<file path="src/rtl/ccf_pkg.sv">
package ccf_pkg;
  localparam int REG_W = 8;
  localparam int FLAG_BIT = 7;

  typedef enum logic [1:0] {
    EDGE_OFF  = 2'b00,
    EDGE_RISE = 2'b01,
    EDGE_FALL = 2'b10,
    EDGE_BOTH = 2'b11
  } edge_sel_e;

  typedef struct packed {
    logic ie;
    logic msb;
    logic msa;
    logic elsb;
    logic elsa;
    logic tov;
    logic maxd;
  } ctl_t;
endpackage

</file>
<file path="src/rtl/ccf_edge_det.sv">
module ccf_edge_det #(
  parameter int SYNC_STAGES = 2
) (
  input  logic                clk,
  input  logic                rst_n,
  input  logic                pin,
  input  logic                en,
  input  ccf_pkg::edge_sel_e  sel,
  output logic                hit
);
  import ccf_pkg::*;
  localparam int SH_W = SYNC_STAGES + 1;

  logic [SH_W-1:0] sh_q, sh_d;
  logic cur, prev;

  always_comb begin
    sh_d = {sh_q[SH_W-2:0], pin};
  end

  always_ff @(posedge clk or negedge rst_n) begin
    if (!rst_n) sh_q <= '0;
    else        sh_q <= sh_d;
  end

  assign cur  = sh_q[SYNC_STAGES-1];
  assign prev = sh_q[SYNC_STAGES];

  always_comb begin
    hit = 1'b0;
    if (en) begin
      unique case (sel)
        EDGE_RISE: hit = cur & ~prev;
        EDGE_FALL: hit = ~cur & prev;
        EDGE_BOTH: hit = cur ^ prev;
        default:   hit = 1'b0;
      endcase
    end
  end
endmodule

</file>
<file path="src/rtl/ccf_flag_ctl.sv">
module ccf_flag_ctl (
  input  logic clk,
  input  logic rst_n,
  input  logic ev,
  input  logic rd,
  input  logic wr,
  input  logic wr_flag,
  output logic flag,
  output logic arm
);
  logic flag_q, flag_d, arm_q, arm_d;

  always_comb begin
    arm_d = arm_q;
    if (ev)      arm_d = 1'b0;
    else if (wr) arm_d = 1'b0;
    else if (rd) arm_d = flag_q;
  end

  always_comb begin
    flag_d = flag_q;
    if (ev)                            flag_d = 1'b1;
    else if (wr && !wr_flag && arm_q)  flag_d = 1'b0;
  end

  always_ff @(posedge clk or negedge rst_n) begin
    if (!rst_n) begin
      flag_q <= 1'b0;
      arm_q  <= 1'b0;
    end else begin
      flag_q <= flag_d;
      arm_q  <= arm_d;
    end
  end

  assign flag = flag_q;
  assign arm  = arm_q;
endmodule

</file>
<file path="src/rtl/ccf_oc_out.sv">
module ccf_oc_out (
  input  logic               clk,
  input  logic               rst_n,
  input  logic               oc_en,
  input  logic               match,
  input  logic               ovf,
  input  ccf_pkg::edge_sel_e act,
  input  logic               tov,
  input  logic               maxd,
  output logic               pin_out
);
  import ccf_pkg::*;
  logic pin_q, pin_d, pin_en;

  always_comb begin
    pin_d  = pin_q;
    pin_en = 1'b0;
    if (oc_en && match) begin
      pin_en = 1'b1;
      unique case (act)
        EDGE_RISE: pin_d = ~pin_q;
        EDGE_FALL: pin_d = 1'b0;
        EDGE_BOTH: pin_d = 1'b1;
        default:   pin_d = pin_q;
      endcase
    end else if (oc_en && tov && ovf) begin
      pin_en = 1'b1;
      pin_d  = ~pin_q;
    end
  end

  always_ff @(posedge clk or negedge rst_n) begin
    if (!rst_n)      pin_q <= 1'b0;
    else if (pin_en) pin_q <= pin_d;
  end

  assign pin_out = (oc_en && maxd) ? 1'b1 : pin_q;
endmodule

</file>
<file path="src/rtl/ccf_channel.sv">
module ccf_channel #(
  parameter int CNT_W  = 16,
  parameter bit MSB_EN = 1'b1
) (
  input  logic             clk,
  input  logic             rst_n,
  input  logic             cpu_rd,
  input  logic             cpu_wr,
  input  logic [7:0]       cpu_wdata,
  output logic [7:0]       cpu_rdata,
  input  logic [CNT_W-1:0] cnt_val,
  input  logic             cnt_ovf,
  input  logic [CNT_W-1:0] cmp_val,
  input  logic             ch_pin,
  output logic             irq,
  output logic [CNT_W-1:0] cap_val,
  output logic             oc_pin
);
  import ccf_pkg::*;

  logic [1:0] rst_sync_q;
  logic       rst_sn;
  ctl_t       ctl_q, ctl_d;
  logic [CNT_W-1:0] cap_q;
  logic       oc_mode, cmp_hit, cap_hit, ch_event, cap_event;
  logic       flag_q, clr_arm;
  edge_sel_e  sel;

  always_ff @(posedge clk or negedge rst_n) begin
    if (!rst_n) rst_sync_q <= 2'b00;
    else        rst_sync_q <= {rst_sync_q[0], 1'b1};
  end
  assign rst_sn = rst_sync_q[1];

  always_comb begin
    ctl_d = ctl_q;
    if (cpu_wr) begin
      ctl_d = ctl_t'(cpu_wdata[FLAG_BIT-1:0]);
      if (!MSB_EN) ctl_d.msb = 1'b0;
    end
  end

  always_ff @(posedge clk or negedge rst_sn) begin
    if (!rst_sn) ctl_q <= '0;
    else         ctl_q <= ctl_d;
  end

  assign oc_mode = ctl_q.msb | ctl_q.msa;
  assign sel     = edge_sel_e'({ctl_q.elsb, ctl_q.elsa});
  assign cmp_hit = (cnt_val == cmp_val);

  ccf_edge_det #(.SYNC_STAGES(2)) u_edge (
    .clk(clk), .rst_n(rst_sn), .pin(ch_pin), .en(!oc_mode), .sel(sel),
    .hit(cap_hit)
  );

  assign cap_event = cap_hit & ~oc_mode;
  assign ch_event  = cap_event | (cmp_hit & oc_mode);

  ccf_flag_ctl u_flag (
    .clk(clk), .rst_n(rst_sn), .ev(ch_event), .rd(cpu_rd), .wr(cpu_wr),
    .wr_flag(cpu_wdata[FLAG_BIT]), .flag(flag_q), .arm(clr_arm)
  );

  always_ff @(posedge clk or negedge rst_sn) begin
    if (!rst_sn)        cap_q <= '0;
    else if (cap_event) cap_q <= cnt_val;
  end

  ccf_oc_out u_oc (
    .clk(clk), .rst_n(rst_sn), .oc_en(oc_mode), .match(cmp_hit),
    .ovf(cnt_ovf), .act(sel), .tov(ctl_q.tov), .maxd(ctl_q.maxd),
    .pin_out(oc_pin)
  );

  assign cpu_rdata = {flag_q, ctl_q};
  assign irq       = flag_q & ctl_q.ie;
  assign cap_val   = cap_q;
endmodule

</file>
<file path="config.mk">
export PLATFORM = sky130hd
export DESIGN_NAME = ccf_channel
export DESIGN_NICKNAME = d
export VERILOG_FILES = /design/src/rtl/ccf_pkg.sv /design/src/rtl/ccf_edge_det.sv /design/src/rtl/ccf_flag_ctl.sv /design/src/rtl/ccf_oc_out.sv /design/src/rtl/ccf_channel.sv
export SDC_FILE = /design/constraint.sdc
export NUM_CORES = 1
export LEC_CHECK = 0
export ABC_AREA = 0
export BUFFER_PORTS_ARGS = -buffer_cell sky130_fd_sc_hd__buf_2
export CORE_MARGIN = 8
export CORE_UTILIZATION = 47
export DETAILED_ROUTE_END_ITERATION = 8
export PLACE_DENSITY = 0.85
export SLEW_MARGIN = 10
export SYNTH_ARGS = -nofsm -noshare
export SYNTH_HDL_FRONTEND = slang
export SYNTH_SLANG_ARGS = --single-unit
</file>
<file path="constraint.sdc">
create_clock -name clk -period 1.89 [get_ports clk]
set_input_delay 0.0945 -clock clk [delete_from_list [all_inputs] [get_ports clk]]
set_output_delay 0.0945 -clock clk [all_outputs]
set_load 0.05 [all_outputs]
</file>
=== Yosys cells after proc, flatten, opt, wreduce, memory -nomap -nowiden ===
Index checks and enable logic that the tools add are counted.

* ROM bits: 0
* Flip-flop bits (word level): 31
* Bits in writable memories: 0
* Memories kept: 0
* Word-level logic and storage cells: 54
* Latch bits: 0

* Add/subtract/negate cells: 0
* Shifts and indexed selects: 0
* Bitwise logic cells: 12
* Order comparisons: 0
* Multiply operators: 0
* Multiplexer cells: 13
* Equality and inequality tests: 5
* Divide/modulo/power cells: 0
* Reductions and logical operators: 11

{| class="wikitable"
|+ Operators with widths
! kind !! count
|-
| 16-bit equality test || 1
|-
| 1-bit 2-to-1 mux || 11
|-
| 1-bit logical AND || 6
|-
| 1-bit one-hot mux with 3 select lines || 2
|-
| 1-bit bitwise AND || 5
|-
| 2-bit equality test, second input constant || 2
|-
| 4-bit inequality test, second input constant || 1
|-
| 1-bit NOT || 4
|-
| 2-bit nonzero test || 2
|-
| 3-bit AND reduction || 1
|-
| 3-bit nonzero test || 1
|-
| 2-bit by 1-bit equality test with 1-bit output, second input constant || 1
|-
| 1-bit OR || 2
|-
| 1-bit zero test || 1
|-
| 1-bit bitwise XOR || 1
|}

=== Logic depth before layout (Yosys ltp) ===
Gate-level depths: netlist of the first run.

* Word-level depth: 7
* Gate-level depth with buffers: 8
* Mapped depth without buffers: 7

=== By module ===
A second synthesis of the first run with hierarchy kept.

* Cell total of the unflattened synthesis: 107
* Area total of the unflattened synthesis: 1492.7 µm²

{| class="wikitable"
|+ Modules (own cells, without submodules)
! module !! cells an instance !! area an instance (µm²) !! instances
|-
| ccf_channel || 79 || 1176.1 || 1
|-
| ccf_edge_det || 12 || 137.6 || 1
|-
| ccf_oc_out || 10 || 93.8 || 1
|-
| ccf_flag_ctl || 6 || 85.1 || 1
|}

=== Worst setup path before layout of the first run ===
Ideal clock, no wire load.

* Kind: reg-to-reg
* From: reg ctl_q (netlist bit cpu_rdata[3])
* To: reg cap_q[0], in the netlist cap_val[0]
* Path slack: -76 ps
* Period minus slack after synthesis: 1966 ps
* Arrival time: 1841 ps
* Stages on the path, launching flop included: 6
* Required time: 1765 ps
* Path through: dfrtp_1 mux2i_1 a21oi_1 nor3_4 buf_6 mux2_2

* Word-level cells in the longest chain between the ends: 4
* Elaborated cells on any way between the ends: 6

{| class="wikitable"
|+ RTL lines
! what !! RTL line !! source
|-
| start: declaration || ccf_channel.sv:23 || <nowiki>ctl_t ctl_q, ctl_d;</nowiki>
|-
| start signal: assignment || ccf_channel.sv:45 || <nowiki>else ctl_q <= ctl_d;</nowiki>
|-
| 2-bit equality test / 2-bit by 1-bit equality test with 1-bit output (equally long branches) || ccf_edge_det.sv:32 || <nowiki>unique case (sel)</nowiki>
|-
| 1-bit one-hot mux with 3 select lines * || ccf_edge_det.sv:32 ||
|-
| 1-bit 2-to-1 mux * || ccf_edge_det.sv:31 || <nowiki>if (en) begin</nowiki>
|-
| 1-bit bitwise AND * || ccf_channel.sv:57 || <nowiki>assign cap_event = cap_hit & ~oc_mode;</nowiki>
|-
| end signal: assignment || ccf_channel.sv:67 || <nowiki>else if (cap_event) cap_q <= cnt_val;</nowiki>
|-
| end: declaration || ccf_channel.sv:24 || <nowiki>logic [CNT_W-1:0] cap_q;</nowiki>
|}

Mark *: on every way between the ends. The rest lies on a longest branch, timed or not.
A chain may end at the register's enable or synchronous reset.

=== Final worst setup path of the first run ===
* From: reg u_edge.sh_q[1]
* To: reg cap_q[10], in the netlist cap_val[10]

* Word-level cells in the longest chain between the ends: 5
* Elaborated cells on any way between the ends: 7

{| class="wikitable"
|+ RTL lines
! what !! RTL line !! source
|-
| start: declaration || ccf_edge_det.sv:14 || <nowiki>logic [SH_W-1:0] sh_q, sh_d;</nowiki>
|-
| start signal: assignment || ccf_edge_det.sv:22 || <nowiki>if (!rst_n) sh_q <= '0;</nowiki>
|-
| start signal: assignment || ccf_edge_det.sv:23 || <nowiki>else sh_q <= sh_d;</nowiki>
|-
| 1-bit NOT || ccf_edge_det.sv:34 || <nowiki>EDGE_FALL: hit = ~cur & prev;</nowiki>
|-
| 1-bit bitwise AND || ccf_edge_det.sv:34 ||
|-
| 1-bit one-hot mux with 3 select lines * || ccf_edge_det.sv:32 ||
|-
| 1-bit 2-to-1 mux * || ccf_edge_det.sv:31 ||
|-
| 1-bit bitwise AND * || ccf_channel.sv:57 ||
|}

Marks and branches as above.

==> summary.md, run 1 <==
| Metric | Value |
|---|---|
| GRT Overall Usage | approximately 14% |
| Asr flop ratio synth | 100% |
| Ant diodes | 0 |
| Reg-to-reg critical path endpoint | cap_val[10] |
| Violation count after the first detailed-routing iteration | 15 |
| Leakage power figure | approximately 0.97 nW |
| Worst hold stages | 2 |
| Arrival time of the worst setup path | 2.01 ns |
| PostCTS Resize Cnt | 0 |
| Routability Congestion | 0.720 |
| Xor and xnor area share after synthesis | about 11% |
| Post-CTS Hold Buffers | 9 |
| Total power | 2.81 mW |
| R2R Path Start | u_edge.sh_q[1] |
| R2r worst-path depth | 7 |
| Syn. warnings | 0 |
| Status | finished clean |
| Postcts setup bufs | 0 |
| DIE WIDTH | 71.1 um |
| Bufs on Longest Clock Path | 2 |
| IO Port Bufs | 71 |
| Clk root buf | clkbuf_4 |
| Distinct cells, synth | 26 |
| Number of flops mapped to enable cells by yosys | 0 |
| Final period util | between 90% and 100% |
| Layout cell share with drive strength beyond 1 | 57.1% |
| Int Pwr | 1.55 mW |
| Clock Skew | 0.00448 ns |
| Via-to-Cell Ratio | 4.96 |
| Hold Fails Final Rpt | 0 |
| WHS | 0.0295 ns |
| Setup tns final | 0 ns |
| DR pass1 iterations | 4 |
| Combinational Power Share | 45.8% |
| Register area | 777 um^2 |
| Hold endpoint | cap_val[13] |
| Post-route cell area | 2000 um^2 |
| Synth Flop Type | dfrtp_1 |
| First-pass GRT wire length | 5740 um |
| CTS buffer count | 5 |
| Post-Syn Area | 1430 um^2 |
| Routed WL | between 3000 and 4000 um |
| Crit-path max FO | 6 |
| Starting density of the core | approximately 48% |
| Switching share of power | ~45% |
| Core area | 2980 um^2 |
| Yosys top cell area share | 54.3% |
| Synth area leaders | dfrtp_1 54%, mux2_2 18%, xnor2_1 5.5%, xor2_1 5.5%, mux2i_1 2.1% |
| Max-Cap Viols | 0 |
| Compound-Gate Fraction of Synth Area | 2.28% |
| Reg power frac | 35.1% |
| Seq cells post-synth | 31 |
| Largest net degree at the start of global routing | 20 |
| CTS tree | done |
| Remaining Overflow, GRT | 0 |
| Fin nets | 238 |
| Most common cell after layout, fill and taps aside | buf_2 |
| Synth Area in Simple Gates | 6.74% |
| Placed Instance Area | 1820 um^2 |
| Full die area | approximately 5000 um^2 |
| Post-route DRC | 0 |
| Dpl hpwl | 2770 um |
| R2R Setup Slk | 0.09 ns |
| Post-synth top area cell | dfrtp_1 |
| Pwr per Cell Area | between 1000 and 1500 nW/um^2 |
| Switching power | 1.26 mW |
| Vias | 1,110 |
| Worst vdd ir | 1.12 mV |
| CTS HTree Levels | 2 |
| Worst-path cell chain | inv_1, ha_1, mux2i_1, a21oi_1, nor3_4, buf_4, mux2_2 |
| Worst Setup Start Kind | register |
| Die height | 71.1 um |
| CTS Sinks | 31 |
| Critical path type | register to register |
| RSZ-0062 raised after global routing | false |
| Commonest cells after routing, fill and taps aside | 71 x buf_2, 30 x dfrtp_1, 23 x mux2_2 |
| Synth Area in Adders | around 1.8% |
| CP max stage delay | 0.39 ns |
| Area of the multi-input gates | 604 um^2 |
| Rows | 20 |
| Slowest library cell on the worst path | dfrtp_1 |
| Sequential share of the synthesized area | a little over half |
| Worst Hold Class | input pin to register |
| Number of global-route vias before repair | 1,292 |
| Syn Nets | 153 |
| Fill cell count | 216 |
| Drt wl/cell | 15.5 um |
| Antenna violations before repair | 0 |
| HP Start | cnt_val[13] |
| Final setup fails | 0 |
| Avg Cell Area, Syn | around 14 um^2 |
| Clk pin slew, worst setup/hold paths | 0.10 ns |
| Fmax | 557 MHz |
| Setup crit end kind | register |
| Mapped Cells | 105 |
| Clock share of power | 19.1% |
| Min cycle time layout | about 1.8 ns |
| Area growth from synthesis to layout | 40.0% |
| I/O pin count | 72 |
| Routed Antenna Nets | 0 |
| Req. time, crit path | 2.10 ns |
| Core Util, Final | about two thirds |
| Skew-Pair Late Insertion Delay | around 0.32 ns |
| Largest family of logic cells by synthesized area | multiplexers |
| Post-synthesis mux area share | between 20% and 30% |
| Slew Limit Fails | 0 |
## worst max path at each step
stage / endpoint / startpoint / slack (ns) / depth (start not counted)
2_1_floorplan: cap_val[0] / u_edge.sh_q[1] / 0.05 / 7
3_3_place_gp: cap_val[1] / u_edge.sh_q[1] / 0.19 / 7
3_5_place_dp: cap_val[10] / u_edge.sh_q[1] / 0.08 / 7
4_1_cts: cap_val[10] / u_edge.sh_q[1] / 0.09 / 7
5_1_grt: cap_val[10] / u_edge.sh_q[1] / 0.006 / 7
6_report: cap_val[10] / u_edge.sh_q[1] / 0.09 / 7
## layout make-up
class | count | area share, %
flip-flops and latches | 31 | 38.8
well taps | 33 | 2.06
inverters | 3 | 0.563
multi-input cells | 66 | 30.2
repair buffers | 83 | 24.0
clock buffers | 6 | 2.56
clock inverters | 2 | 1.75
## Yosys cell counts, types with 2 or more instances
| cell | n |
|---|---|
| nor4_1 | 3 |
| buf_4 | 3 |
| ha_1 | 2 |
| nand2_1 | 2 |
| xor2_1 | 9 |
| o21ai_0 | 2 |
| dfrtp_1 | 31 |
| xnor2_1 | 9 |
| mux2_2 | 23 |
| inv_1 | 3 |
| mux2i_1 | 3 |
## through the flow
stage / cells / setup slack [ns]
after global routing: 224 / 0.00580
final: 224 / 0.0945
after CTS: 224 / 0.0865
after floorplan: 105 / 0.0483
after detailed placement: 207 / 0.0842
after global placement: 207 / 0.190
## cells by family (layout without fill, tap and decap cells)
kind of cell             after synthesis  count (layout)
XOR/XNOR                              18              18
AND/OR/NAND/NOR                       14              14
other                                  1               1
AO/OA/AOI/OAI                          5               5
flip-flops                            31              31
multiplexers                          26              26
adder cells (fa/ha/maj)                2               2
buffers and inverters                  8              94
## registers in the layout, summed over array words and instances (netlist names)
register,count
u_flag.flag,1
cap_val,16
rst_sync_q,2
u_flag.arm,1
u_oc.pin_q,1
cpu_rdata,7
u_edge.sh_q,3
## layer usage
| metal | share of wire (%) | track usage [%] |
|---|---|---|
| met1 | 40 | 15.1 |
| met2 | 48 | 23.7 |
| met3 | 9.8 | 7.34 |
| met4 | 2.4 | 5.77 |
| met5 | 0 | 0 |
## critical path: cells and delay by family (launching register included)
family / cells / cell delay [ns]
and+or+nand+nor: 1 / 0.18
buffers and inverters: 2 / 0.25
DFF: 1 / 0.39
AOI/OAI and AO/OA: 1 / 0.11
muxes: 2 / 0.47
adders and majority gates: 1 / 0.29
## power by group through the flow
stage	logic (mW)	clock network, mW	registers, mW
final	1.29	0.537	0.987
after global routing	1.35	0.568	1.01
after detailed placement	1.29	0	0.998
after global placement	1.26	0	0.984
after CTS	1.30	0.546	0.990
after floorplan	0.395	0	1.57
No activity file was read; power rests on OpenSTA's default activity.
==> run 2: changes to the inputs <==
--- a/config.mk
+++ b/config.mk
@@ -10,7 +10,7 @@
 export CORE_MARGIN = 8
 export CORE_UTILIZATION = 47
 export DETAILED_ROUTE_END_ITERATION = 8
-export PLACE_DENSITY = 0.85
+export PLACE_DENSITY = 0.8
 export SLEW_MARGIN = 10
 export SYNTH_ARGS = -nofsm -noshare
 export SYNTH_HDL_FRONTEND = slang
==> run 2 against run 1 <==
Against the previous run: non-clock buffer count decreased by 2; first-iteration DRC count increased to 3.1 times the previous value; clock skew increased by 0.0020 ns; power decreased by 6.9%; sequential share of layout area increased by 1.1 points; critical path type unchanged; critical endpoint is now cap_val[14].
==> summary.md, run 2 (synthesis gave the netlist of run 1 again) <==
| Metric | Value |
|---|---|
| Dpl hpwl | 2750 um (-0.58%) |
| Post-route DRC | 0 (unchanged) |
| Full die area | 5060 um^2 (unchanged) |
| RSZ-0062 raised after global routing | false |
| Violation count after the first detailed-routing iteration | 46 (+31) |
| R2r worst-path depth | 7 (unchanged) |
| Critical path type | register to register |
| I/O pin count | 72 (unchanged) |
| Clock Skew | 0.00647 ns (+0.00199 ns) |
| Final period util | 95.3% (+0.29 points) |
| Routability Congestion | 0.798 (+11%) |
| Clk root buf | clkbuf_4 |
| Setup tns final | 0 ns (unchanged) |
| R2R Path Start | u_edge.sh_q[1] |
| Post-CTS Hold Buffers | 7 (-2) |
| Ant diodes | 0 (unchanged) |
| Commonest cells after routing, fill and taps aside | 71 x buf_2, 30 x dfrtp_1, 23 x mux2_2 |
| Vias | 1,097 (-1.2%) |
| Max-Cap Viols | 0 (unchanged) |
| Critical path's top delay family | multiplexers |
| Worst Hold Class | input pin to register |
| Worst vdd ir | 0.705 mV (-37%) |
| IO Port Bufs | 71 (unchanged) |
| Fin nets | 236 (-0.84%) |
| Worst Setup Start Kind | register |
| Hold Fails Final Rpt | 0 (unchanged) |
| Layout cell share with drive strength beyond 1 | 56.1% (-0.98 points) |
| Core area | 2980 um^2 (unchanged) |
| Antenna violations before repair | 0 (unchanged) |
| DR pass1 iterations | 4 (unchanged) |
| PostCTS Resize Cnt | 0 (unchanged) |
| Area growth from synthesis to layout | 36.3% |
| Status | finished clean |
| Number of global-route vias before repair | 1,291 (-0.077%) |
| GRT Overall Usage | 14.2% (-0.18 points) |
| Core Util, Final | 65.4% (-1.8 points) |
| CTS tree | done |
| Postcts setup bufs | 0 (unchanged) |
| Worst hold stages | 2 (unchanged) |
| Hold endpoint | cpu_rdata[2] |
| Crit-path max FO | 18 (+12) |
| Starting density of the core | 48.0% (unchanged) |
| Remaining Overflow, GRT | 0 (unchanged) |
| Reg-to-reg critical path endpoint | cap_val[14] |
| Min cycle time layout | 1.80 ns (+0.00542 ns) |
| Fill cell count | 236 (+9.3%) |
| Setup crit end kind | register |
| First-pass GRT wire length | 5640 um (-1.8%) |
| R2R Setup Slk | 0.09 ns (about the same) |
| Worst-path cell chain | inv_1, ha_1, mux2i_1, a21oi_1, nor3_4, buf_12, mux2_2 |
| Bufs on Longest Clock Path | 2 (unchanged) |
| CTS buffer count | 5 (unchanged) |
| Req. time, crit path | 2.10 ns (about the same) |
| Skew-Pair Late Insertion Delay | 0.32 ns (about the same) |
| Total power | 2.62 mW (-6.9%) |
| Final setup fails | 0 (unchanged) |
| Routed WL | 3410 um (-2.2%) |
| Area of the multi-input gates | 604 um^2 (unchanged) |
| Pwr per Cell Area | 1350 nW/um^2 (-4.3%) |
| Die height | 71.1 um (unchanged) |
| CP Buf/Inv Count | 2 (unchanged) |
| Routed Antenna Nets | 0 (unchanged) |
| Drt wl/cell | 15.4 um (-1.3%) |
| Slew Limit Fails | 0 (unchanged) |
| Largest net degree at the start of global routing | 30 (+50%) |
| Slowest library cell on the worst path | dfrtp_1 |
| HP Start | cpu_wdata[2] |
| CTS HTree Levels | 2 (unchanged) |
| DIE WIDTH | 71.1 um (unchanged) |
| Clk pin slew, worst setup/hold paths | 0.09 ns (about the same) |
| Max reg flops | 16 (unchanged) |
| Most common cell after layout, fill and taps aside | buf_2 |
| CTS Sinks | 31 (unchanged) |
| Arrival time of the worst setup path | 2.01 ns (about the same) |
| CP max stage delay | 0.40 ns (about the same) |
| Register area | 777 um^2 (unchanged) |
| Via-to-Cell Ratio | 4.94 (-0.28%) |
| Rows | 20 (unchanged) |
| Leakage power figure | 0.945 nW (-2.9%) |
| Fmax | 555 MHz (-0.30%) |
## run 2: changes by cell type in the layout (fill, tap and decap cells not counted)
| cell | change |
|---|---|
| buf_4 | -1 |
| bufinv_16 | -1 |
| clkbuf_1 | +2 |
| clkbuf_8 | -1 |
| dlygate4sd3_1 | -1 |
## run 2: how the worst max path moves through the flow
stage / startpoint / end / slack (ns) / cells past startpoint
after global placement: u_edge.sh_q[1] / cap_val[8] / 0.20 / 7
after CTS: u_edge.sh_q[1] / cap_val[14] / 0.09 / 7
final: u_edge.sh_q[1] / cap_val[14] / 0.09 / 7
after floorplan: u_edge.sh_q[1] / cap_val[0] / 0.05 / 7
after detailed placement: u_edge.sh_q[1] / cap_val[14] / 0.12 / 7
after global routing: u_edge.sh_q[1] / cap_val[14] / 0.006 / 7
## run 2: final cells by class
| class | instances | share of cell area, % |
|---|---|---|
| clock inverter | 1 | 0.257 |
| sequential | 31 | 39.9 |
| multi-input combinational | 66 | 31.0 |
| inverter | 3 | 0.578 |
| tap | 33 | 2.12 |
| clock buffer | 7 | 2.31 |
| timing repair buffer | 81 | 23.8 |
## run 2: power by group
group          switching [mW]  leakage [nW]  total (mW)  internal (mW)
clock                   0.209        0.0293       0.353          0.145
sequential              0.120         0.367       0.981          0.861
combinational           0.911         0.549        1.29          0.374
## run 2: routing by layer
layer	up-vias	part of all wire (%)	global-route usage, %
met1	508	39	14.5
met4	0	2.6	7.62
met5	-	0	0
li1	524	-	-
met2	54	48	23.0
met3	11	10	7.49
## run 2: per-stage QoR
| stage | cell area (um^2) | setup slack (ns) | hold slack, ns | std cells |
|---|---|---|---|---|
| final | 1950 | 0.0891 | 0.00810 | 222 |
| after global routing | 1950 | 0.00581 | 0.00713 | 222 |
| after CTS | 1940 | 0.0873 | 0.000591 | 221 |
| after detailed placement | 1820 | 0.118 | -0.114 | 206 |
| after global placement | 1820 | 0.195 | -0.120 | 206 |
| after floorplan | 1430 | 0.0483 | -0.201 | 105 |
## run 2: worst reg2reg max path, delay by kind of cell (launching register included)
kind | cells | cell delay, ns
mux | 2 | 0.48
flops | 1 | 0.40
fa+ha+maj | 1 | 0.29
buf+inv | 2 | 0.25
simple gates | 1 | 0.16
compound gates | 1 | 0.11
==> run 3: changes to the inputs <==
--- a/config.mk
+++ b/config.mk
@@ -5,12 +5,12 @@
 export SDC_FILE = /design/constraint.sdc
 export NUM_CORES = 1
 export LEC_CHECK = 0
-export ABC_AREA = 0
+export ABC_AREA = 1
 export BUFFER_PORTS_ARGS = -buffer_cell sky130_fd_sc_hd__buf_2
 export CORE_MARGIN = 8
 export CORE_UTILIZATION = 47
 export DETAILED_ROUTE_END_ITERATION = 8
-export PLACE_DENSITY = 0.8
+export PLACE_DENSITY = 0.77
 export SLEW_MARGIN = 10
 export SYNTH_ARGS = -nofsm -noshare
 export SYNTH_HDL_FRONTEND = slang
==> run 3 against run 2 <==
Against the previous run: clock skew fell by 0.00076 ns; worst hold slack better by 0.0020 ns; register-to-register slack better by 0.16 ns; sequential power shrank 3.9%; critical path depth shrank 1; largest cell class unchanged; highest routed layer unchanged; setup slack gained 0.16 ns; sequential cell count unchanged; final cell count increased by 71%; design area is 16% higher; via count increased by 54%.
==> summary.md, run 3 <==
| Metric | Value |
|---|---|
| Status | finished clean |
| Min cycle time layout | 1.64 ns (-0.162 ns) |
| R2R Path Start | u_edge.sh_q[1] |
| Antenna violations before repair | 0 (unchanged) |
| Largest net degree at the start of global routing | 35 (+17%) |
| Hold endpoint | cap_val[10] |
| Reg-to-reg critical path endpoint | cap_val[6] |
| Setup tns final | 0 ns (unchanged) |
| Max-Cap Viols | 0 (unchanged) |
| Pwr per Cell Area | 1120 nW/um^2 (-16%) |
| Post-synth top area cell | dfrtp_1 |
| Area growth from synthesis to layout | 31.4% |
| Most common cell after layout, fill and taps aside | nand2_1 |
| HP Start | cnt_val[10] |
| IO Port Bufs | 71 (unchanged) |
| Sequential share of the synthesized area | 45.3% (-9.0 points) |
| Final setup fails | 0 (unchanged) |
| Dpl hpwl | 3220 um (+17%) |
| Die height | 76.4 um (+7.4%) |
| Ant diodes | 0 (unchanged) |
| R2r worst-path depth | 6 (-1) |
| Remaining Overflow, GRT | 0 (unchanged) |
| PostCTS Resize Cnt | 0 (unchanged) |
| Clk pin slew, worst setup/hold paths | 0.09 ns (about the same) |
| DR pass1 iterations | 4 (unchanged) |
| Routed Antenna Nets | 0 (unchanged) |
| CTS buffer count | 5 (unchanged) |
| Post-route DRC | 0 (unchanged) |
| Post-synthesis mux area share | 0% (-20 points) |
| Pin slew with the least headroom to its limit | 0.591 ns |
| Yosys top cell area share | 45.3% (-9.0 points) |
| Leakage power figure | 1.39 nW (+48%) |
| Top cells by count, synth | 100 x nand2_1, 41 x inv_1, 31 x dfrtp_1 |
| Fill cell count | 360 (+53%) |
| Hold Fails Final Rpt | 0 (unchanged) |
| Mapped Cells | 249 (+140%) |
| Synth area leaders | dfrtp_1 45%, nand2_1 22%, inv_1 9.0%, o21ai_1 4.7%, nor2_1 3.9% |
| Compound-Gate Fraction of Synth Area | 7.60% (+5.3 points) |
| Fin nets | 379 (+61%) |
| Largest family of logic cells by synthesized area | simple AND/OR/NAND/NOR gates |
| Postcts setup bufs | 0 (unchanged) |
| CTS HTree Levels | 2 (unchanged) |
| Post-Syn Area | 1710 um^2 (+20%) |
| Final period util | 86.7% (-8.5 points) |
| Setup crit end kind | register |
| Number of global-route vias before repair | 1,761 (+36%) |
| Skew-Pair Late Insertion Delay | 0.33 ns (about the same) |
| Vias | 1,692 (+54%) |
| Max_slew headroom | 60.4% |
| Full die area | 5830 um^2 (+15%) |
| Worst Hold Class | input pin to register |
| Asr flop ratio synth | 100% (unchanged) |
| Final WS setup | 0.251 ns (+0.162 ns) |
| Worst vdd ir | 0.645 mV (-8.5%) |
| Commonest cells after routing, fill and taps aside | 100 x nand2_1, 71 x buf_2, 41 x inv_1 |
| Worst Setup Start Kind | register |
| GRT Overall Usage | 14.8% (+0.64 points) |
| First-pass GRT wire length | 7330 um (+30%) |
| Routed WL | 4060 um (+19%) |
| Routability Congestion | 0.782 (-2.1%) |
| I/O pin count | 72 (unchanged) |
| Post-CTS Hold Buffers | 10 (+3) |
| Distinct cells, synth | 21 (-19%) |
| Synth Area in Adders | 1.46% (-0.29 points) |
| Via-to-Cell Ratio | 4.46 (-9.7%) |
| Number of flops mapped to enable cells by yosys | 0 (unchanged) |
| Seq cells post-synth | 31 (unchanged) |
| Xor and xnor area share after synthesis | 0% (-11 points) |
| Req. time, crit path | 2.08 ns (-0.02 ns) |
| Avg Cell Area, Syn | 6.88 um^2 (-49%) |
| Worst hold stages | 3 (+1) |
| Arrival time of the worst setup path | 1.83 ns (-0.18 ns) |
| Syn Nets | 297 (+94%) |
| Critical path type | register to register |
| Max reg flops | 16 (unchanged) |
| RSZ-0062 raised after global routing | false |
| Synth Flop Type | dfrtp_1 |
| Clk root buf | clkbuf_4 |
| CTS tree | done |
| CTS Sinks | 31 (unchanged) |
| Clock Skew | 0.00571 ns (-0.000763 ns) |
| Drt wl/cell | 10.7 um (-30%) |
| Slew Limit Fails | 0 (unchanged) |
| Layout cell share with drive strength beyond 1 | 28.4% (-28 points) |
| Rows | 22 (+10%) |
| Fmax | 610 MHz (+9.9%) |
| R2R Setup Slk | 0.25 ns (+0.16 ns) |
| Core area | 3580 um^2 (+20%) |
| Violation count after the first detailed-routing iteration | 93 (+100%) |
| Crit-path max FO | 34 (+16) |
| Most common cell in the netlist | nand2_1 |
| DIE WIDTH | 76.4 um (+7.4%) |
| Bufs on Longest Clock Path | 2 (unchanged) |
| WHS | 0.0101 ns (+0.00201 ns) |
| Starting density of the core | 47.9% (-0.12 points) |
| Synth Area in Simple Gates | 32.9% (+26 points) |
| Pre-CTS setup slack | 0.263 ns (+0.145 ns) |
| Syn. warnings | 0 (unchanged) |
[run 3: cell count changes after synthesis, sizes merged, moves of 9 or more]
cell,before,now
o21ai,2,21
inv,3,46
xor2,9,0
mux2,23,0
nor2,1,22
nand2,2,104
xnor2,9,0
[run 3: report_power, final]
group / switching, mW / internal, mW / total, mW
sequential: 0.104 / 0.839 / 0.943
combinational: 0.907 / 0.296 / 1.20
clock: 0.213 / 0.172 / 0.385
total: 1.22 / 1.31 / 2.53
[run 3: routing by layer]
layer  GRT usage, %  wire length [um]
met1           16.6              1790
met2           25.0              1890
met3           4.95               312
met4           6.35                65
met5              0                 0
[run 3: metrics by stage]
stage / area (um^2) / instances / utilization (%) / power (mW)
2_1_floorplan: 1710 / 249 / - / 1.86
3_3_place_gp: 2090 / 362 / 58.5 / 2.14
3_5_place_dp: 2090 / 362 / 58.5 / 2.16
4_1_cts: 2250 / 379 / 62.9 / 2.56
5_1_grt: 2250 / 379 / 62.9 / 2.70
6_report: 2250 / 379 / 62.9 / 2.53
[run 3: cell families after synthesis]
logic type / after synthesis
flops: 31
compound gates: 24
fa+ha+maj: 2
other cells: 1
buf+inv: 53
simple gates: 138
[run 3: area by class of cell]
class | count | area, um^2 | area share, %
multi-input combinational | 165 | 723 | 32.1
tap | 48 | 60.1 | 2.67
inverter | 46 | 173 | 7.67
timing repair buffer | 82 | 463 | 20.6
sequential | 31 | 776 | 34.5
clock inverter | 1 | 5.00 | 0.222
clock buffer | 6 | 51.3 | 2.28
[run 3: critical path: stages (launching register included)]
cell and delay [ns]:
dfrtp_1 0.38, inv_1 0.05, ha_1 0.29, o211ai_2 0.18
nand2_2 0.37, nand2_1 0.17, o21ai_1 0.08
[run 3: worst max-delay path by stage]
| stage | slack, ns | to | cells past startpoint | from |
|---|---|---|---|---|
| 6_report | 0.25 | cap_val[6] | 6 | u_edge.sh_q[1] |
| 2_1_floorplan | 0.29 | oc_pin | 2 | cpu_rdata[5] |
| 5_1_grt | 0.07 | cap_val[6] | 6 | u_edge.sh_q[1] |
| 4_1_cts | 0.24 | cap_val[6] | 6 | u_edge.sh_q[1] |
| 3_3_place_gp | 0.33 | cap_val[0] | 6 | u_edge.sh_q[1] |
| 3_5_place_dp | 0.26 | cap_val[6] | 6 | u_edge.sh_q[1] |
